==> config.mk <==
export PLATFORM = sky130hd
export DESIGN_NAME = cal_rtc
export DESIGN_NICKNAME = d
export VERILOG_FILES = /design/src/rtl/cal_rtc_pkg.sv /design/src/rtl/cal_rtc_prescaler.sv /design/src/rtl/cal_rtc_advance.sv /design/src/rtl/cal_rtc_decode.sv /design/src/rtl/cal_rtc.sv
export SDC_FILE = /design/constraint.sdc
export NUM_CORES = 1
export LEC_CHECK = 0
export BUFFER_PORTS_ARGS = -buffer_cell sky130_fd_sc_hd__clkbuf_2
export CORE_ASPECT_RATIO = 1.2
export CORE_MARGIN = 2
export CORE_UTILIZATION = 30
export CTS_BUF_LIST = sky130_fd_sc_hd__clkbuf_16
export DETAILED_ROUTE_END_ITERATION = 7
export SYNTH_ARGS = -nofsm -noshare
export SYNTH_HDL_FRONTEND = slang
export SYNTH_SLANG_ARGS = --single-unit
==> constraint.sdc <==
create_clock -name clk -period 4 [get_ports clk]
set_input_delay 0.8 -clock clk [delete_from_list [all_inputs] [get_ports clk]]
set_output_delay 0.8 -clock clk [all_outputs]
set_load 0.1 [all_outputs]
==> src/rtl/cal_rtc_pkg.sv <==
package cal_rtc_pkg;

    localparam int unsigned DATA_W = 32;

    // Word indices (byte address / 4) that the decoder recognises.
    localparam int unsigned IDX_TIME_A = 0;
    localparam int unsigned IDX_TIME_B = 1;
    localparam int unsigned IDX_CTRL   = 4;

    typedef struct packed {
        logic [4:0] cent;
        logic [6:0] year;
        logic [3:0] mon;
        logic [4:0] day;
        logic [4:0] hour;
        logic [5:0] min;
        logic [5:0] sec;
    } cal_time_t;

    typedef struct packed {
        logic unlock;
        logic run;
    } cal_ctrl_t;

    typedef enum logic [1:0] {
        REG_TIME_A,
        REG_TIME_B,
        REG_CTRL,
        REG_NONE
    } cal_region_t;

    // Leap test for a year field in 0..99.
    function automatic logic is_leap(input logic [4:0] cent, input logic [6:0] year);
        if (year == 7'd0) return (cent[1:0] == 2'b00);
        return (year[1:0] == 2'b00);
    endfunction

    function automatic logic [4:0] month_len(input logic [3:0] mon, input logic leap);
        case (mon)
            4'd2:                    return leap ? 5'd29 : 5'd28;
            4'd4, 4'd6, 4'd9, 4'd11: return 5'd30;
            default:                 return 5'd31;
        endcase
    endfunction

    function automatic logic [DATA_W-1:0] pack_time_a(input cal_time_t t);
        return {3'b0, t.day, 3'b0, t.hour, 2'b0, t.min, 2'b0, t.sec};
    endfunction

    function automatic logic [DATA_W-1:0] pack_time_b(input cal_time_t t);
        return {11'b0, t.cent, 1'b0, t.year, 4'b0, t.mon};
    endfunction

endpackage

==> src/rtl/cal_rtc_prescaler.sv <==
module cal_rtc_prescaler #(
    parameter int unsigned CLKS_PER_SEC = 32768
) (
    input  logic clk,
    input  logic rst,
    input  logic run,
    output logic tick
);
    generate
        if (CLKS_PER_SEC <= 1) begin : g_direct
            assign tick = run;
        end else begin : g_count
            localparam int unsigned CW = $clog2(CLKS_PER_SEC);
            localparam logic [CW-1:0] LAST = CW'(CLKS_PER_SEC - 1);
            logic [CW-1:0] cnt_q;

            assign tick = run && (cnt_q == LAST);

            // Held at zero while stopped so the first second is a full one.
            always_ff @(posedge clk) begin
                if (rst || !run) cnt_q <= '0;
                else if (cnt_q == LAST) cnt_q <= '0;
                else cnt_q <= cnt_q + 1'b1;
            end
        end
    endgenerate
endmodule

==> src/rtl/cal_rtc_advance.sv <==
module cal_rtc_advance
    import cal_rtc_pkg::*;
(
    input  cal_time_t cur,
    output cal_time_t nxt
);
    logic       c_min, c_hour, c_day, c_mon, c_year, c_cent;
    logic [4:0] last_day;

    always_comb begin
        last_day = month_len(cur.mon, is_leap(cur.cent, cur.year));
        c_min  = (cur.sec  >= 6'd59);
        c_hour = c_min  && (cur.min  >= 6'd59);
        c_day  = c_hour && (cur.hour >= 5'd23);
        c_mon  = c_day  && (cur.day  >= last_day);
        c_year = c_mon  && (cur.mon  >= 4'd12);
        c_cent = c_year && (cur.year >= 7'd99);

        nxt = cur;
        nxt.sec = c_min ? 6'd0 : cur.sec + 6'd1;
        if (c_min)  nxt.min  = c_hour ? 6'd0 : cur.min + 6'd1;
        if (c_hour) nxt.hour = c_day  ? 5'd0 : cur.hour + 5'd1;
        if (c_day)  nxt.day  = c_mon  ? 5'd1 : cur.day + 5'd1;
        if (c_mon)  nxt.mon  = c_year ? 4'd1 : cur.mon + 4'd1;
        if (c_year) nxt.year = c_cent ? 7'd0 : cur.year + 7'd1;
        if (c_cent) nxt.cent = cur.cent + 5'd1;
    end
endmodule

==> src/rtl/cal_rtc_decode.sv <==
module cal_rtc_decode
    import cal_rtc_pkg::*;
#(
    parameter int unsigned ADDR_W = 8
) (
    input  logic [ADDR_W-1:0] addr,
    input  logic              wr,
    input  logic              unlocked,
    output cal_region_t       region,
    output logic              wr_time_a,
    output logic              wr_time_b,
    output logic              wr_ctrl
);
    localparam int unsigned IDX_W = ADDR_W - 2;

    logic [IDX_W-1:0] idx;
    logic [1:0]       unused_byte_lane;

    assign idx              = addr[ADDR_W-1:2];
    assign unused_byte_lane = addr[1:0];

    always_comb begin
        case (idx)
            IDX_W'(IDX_TIME_A): region = REG_TIME_A;
            IDX_W'(IDX_TIME_B): region = REG_TIME_B;
            IDX_W'(IDX_CTRL):   region = REG_CTRL;
            default:            region = REG_NONE;
        endcase
    end

    assign wr_time_a = wr && unlocked && (region == REG_TIME_A);
    assign wr_time_b = wr && unlocked && (region == REG_TIME_B);
    assign wr_ctrl   = wr && (region == REG_CTRL);
endmodule

==> src/rtl/cal_rtc.sv <==
module cal_rtc
    import cal_rtc_pkg::*;
#(
    parameter int unsigned CLKS_PER_SEC = 32768,
    parameter int unsigned ADDR_W       = 8
) (
    input  logic              clk,
    input  logic              rst,
    input  logic [ADDR_W-1:0] bus_addr,
    input  logic              bus_wr,
    input  logic [31:0]       bus_wdata,
    output logic [31:0]       bus_rdata
);
    cal_ctrl_t   ctrl_q;
    cal_time_t   tm_q;
    cal_time_t   tm_next;
    cal_region_t region;
    logic        wr_time_a, wr_time_b, wr_ctrl, wr_time;
    logic        tick;
    logic [6:0]  unused_wdata_bits;

    assign unused_wdata_bits = {bus_wdata[31:29], bus_wdata[23:21], bus_wdata[15]};
    assign wr_time = wr_time_a | wr_time_b;

    cal_rtc_decode #(.ADDR_W(ADDR_W)) u_decode (
        .addr      (bus_addr),
        .wr        (bus_wr),
        .unlocked  (ctrl_q.unlock),
        .region    (region),
        .wr_time_a (wr_time_a),
        .wr_time_b (wr_time_b),
        .wr_ctrl   (wr_ctrl)
    );

    cal_rtc_prescaler #(.CLKS_PER_SEC(CLKS_PER_SEC)) u_presc (
        .clk  (clk),
        .rst  (rst),
        .run  (ctrl_q.run),
        .tick (tick)
    );

    cal_rtc_advance u_adv (
        .cur (tm_q),
        .nxt (tm_next)
    );

    always_ff @(posedge clk) begin
        if (rst) begin
            ctrl_q <= '0;
            tm_q   <= '0;
        end else begin
            if (wr_ctrl) ctrl_q <= bus_wdata[1:0];
            if (wr_time) begin
                // A software write on a tick edge wins; the tick is dropped.
                if (wr_time_a) begin
                    tm_q.day  <= bus_wdata[28:24];
                    tm_q.hour <= bus_wdata[20:16];
                    tm_q.min  <= bus_wdata[13:8];
                    tm_q.sec  <= bus_wdata[5:0];
                end
                if (wr_time_b) begin
                    tm_q.cent <= bus_wdata[20:16];
                    tm_q.year <= bus_wdata[14:8];
                    tm_q.mon  <= bus_wdata[3:0];
                end
            end else if (tick) begin
                tm_q <= tm_next;
            end
        end
    end

    always_comb begin
        case (region)
            REG_TIME_A: bus_rdata = pack_time_a(tm_q);
            REG_TIME_B: bus_rdata = pack_time_b(tm_q);
            REG_CTRL:   bus_rdata = {30'b0, ctrl_q};
            default:    bus_rdata = '0;
        endcase
    end
endmodule

==> results.md <==
- Residual DRC: 0
- Antenna violations before repair: 0
- Post-synthesis cell area: 3610 sq um
- CTS tree: yes
- Clock root cell: clkbuf_16
- Global route overflow: 0
- Routed Antenna Nets: 0
- Reg2reg setup slack: 740 ps
- Drt pass-1 iters: 4
- Critical Path RT: 3200 ps
- Final hold vios: 0
- Clock-pin transition on the worst setup and hold timing paths: 60 ps
- Synth Area per Inst: 7.74 sq um
- Share of the synthesized area in the top cell type: 30.5%
- First-pass GRT wire length: 16.2 mm
- Setup tns final: 0 ps
- Postcts setup bufs: 0
- RSZ-0062 raised after global routing: no
- Final RePlAce weighted congestion: 0.910
- Worst-Margin Slew: 730 ps
- Most numerous cell in the Yosys netlist: nor2_1
- Met3 Wirelength: 568 microns
- Initial core utilization: 31.0%
- Via count: 3499
- Routed len/inst: 14.7 microns
- Core box area: 11600 sq um
- Clock Latency Late Sink: 290 ps
- Power per cell area: 260 nW/um^2
- Hold_buf cts: 0
- GRT Overall Usage: 15.2%
- Vias in the first global route: 3316
- Post-cts sizing count: 0
- Ant. Diodes: 0
- Min Tclk post-route: 3590 ps
- Top layer in use: met4
- Slew Viols, Final: 0
- M1 WL: 4.21 mm
- Fin util: 36.5%
- Via-to-Cell Ratio: 5.25
- Share of power burned in registers: 49.5%
- Die height: 124 microns
- # clock sinks: 55
- Top cells by area, synth: dfxtp_1 (31%), nor2_1 (7.2%), ha_1 (5.2%)
- Die X: 104 microns
- Ys Warns: 0
- Status: finished clean
- Post-synth top area cell: dfxtp_1
- Arrival time worst endpoint: 2790 ps
- Largest net degree at the start of global routing: 38
- Worst setup SP type: primary input
- Seq/Total Area, Yosys: 30.5%
- Final Non-Filler Cells: 666
- Crit end category: output pin
- #FFs+latches synth: 55
- Number of H-tree levels: 2
- Worst Hold Class: register to register
- Max IR drop VDD: 0.000169 V
- Comb power frac: 7.1%
- DRT iter0 DRCs: 180
- Slew HR: 51.4%
- Cells after DPL: 659
- Fin nets: 567
- Area grow syn2layout: 17.7%
- I/O pins: 75
- Sw Share: 22.8%
- CTS Buf Count: 5
- Post-synthesis cell count: 466
- Internal: 853 uW
- Pleak: 1.51 nW
- Main synth FF type: dfxtp_1
- # Max-Cap Violations: 0
- Share of cells above drive strength 1: 16.1%
- Met2 routed WL: 4.96 mm
- EDFF count, synth: 0
- IO Port Bufs: 54
- FFs w/ async S/R, synth: 0%
- Post-synth cell types: 61
- Max Fclk: 279 MHz
- Clk pwr share: 43.4%
- Synth top cells by count: nor2_1 (69), dfxtp_1 (55), a21oi_1 (35), nand2_1 (35)
- Final worst-path cycle share: 89.7%
- Die ar.: 12900 sq um
- Layout Skew: 9.56 ps
- Sw Pwr: 252 uW
- Worst Path Max Fanout: 16
- Overall power: 1.11 mW
- Post-DP HPWL: 7.22 mm
- WS Path Type: primary input to output pin
- Drt total wl: 9.81 mm
- Clock buffer depth: 2
- Row count: 43
- Setup-failing EPs final: 0
## cell families after synthesis
logic type | after synthesis | synth area share, %
AND/OR/NAND/NOR | 197 | 27.6
AO/OA/AOI/OAI | 118 | 22.0
flip-flops | 55 | 30.5
multiplexers | 18 | 4.99
XOR/XNOR | 15 | 3.64
buffers and inverters | 47 | 5.97
adder cells (fa/ha/maj) | 15 | 5.20
other | 1 | 0.104
## power by group through the flow
stage               Sequential [mW]  Combinational, mW  Clock [mW]
finish                        0.547             0.0780       0.480
global route                  0.547             0.0819       0.513
CTS                           0.547             0.0779       0.492
detailed placement            0.560             0.0778           0
global placement              0.560             0.0776           0
floorplan                     0.560             0.0604           0
## final cells by class
| cell class | count | area [sq um] |
|---|---|---|
| sequential | 55 | 1100 |
| fill | 1232 | 7380 |
| multi-input combinational | 372 | 2330 |
| tap | 157 | 196 |
| clock inverter | 2 | 33.8 |
| clock buffer | 5 | 125 |
| timing repair buffer | 59 | 398 |
| inverter | 16 | 60.1 |
## stage by stage
step / hold slack, ps / worst slack, ps / instance area, sq um
floorplan: 430 / -211 / 3640
global placement: 446 / 406 / 4090
detailed placement: 454 / 389 / 4090
CTS: 470 / 383 / 4250
global route: 507 / 264 / 4250
finish: 463 / 412 / 4250
## layout by cell type, fill, tap and decap left out, drive strengths merged, types with 6 or more instances in the layout
master  synthesis  final
a211oi         11     11
a21oi          35     35
a221oi          7      7
a22oi           6      6
and2           13     13
and3            6      6
buf            16     11
clkbuf         15     53
conb            1      9
dfxtp          55     55
ha             15     15
inv            16     17
mux2i          18     18
nand2          35     35
nand3          20     20
nand4           6      6
nor2           70     70
nor3           13     13
nor3b           6      6
o21ai          22     22
or2             6      6
or3             7      7
xnor2           8      8
xor2            7      7
## worst paths after layout
check                      startpoint                        to  depth (start not counted)
max                       bus_addr[3]             bus_rdata[27]                          6
min          u_presc.g_count.cnt_q[0]  u_presc.g_count.cnt_q[0]                          1
max reg2reg                  tm_q[33]                  tm_q[27]                         12
min reg2reg  u_presc.g_count.cnt_q[0]  u_presc.g_count.cnt_q[0]                          1
## flip-flops by register name, summed over array words and instances, names as in the netlist
signal and count:
u_presc.g_count.cnt_q 15, ctrl_q 2, tm_q 38
## per-layer routing
| layer | track usage (%) | vias up |
|---|---|---|
| li1 | - | 1748 |
| met1 | 18.2 | 1644 |
| met2 | 28.2 | 103 |
| met3 | 2.83 | 4 |
| met4 | 4.05 | 0 |
| met5 | 0 | - |
## worst max-delay path, cell delays in order
cell      delay [ps]
clkbuf_2          70
or4_1            690
or2_2            510
nor2_1           300
and2_1           230
buf_12           180
Power figures use the tool's default switching activity.
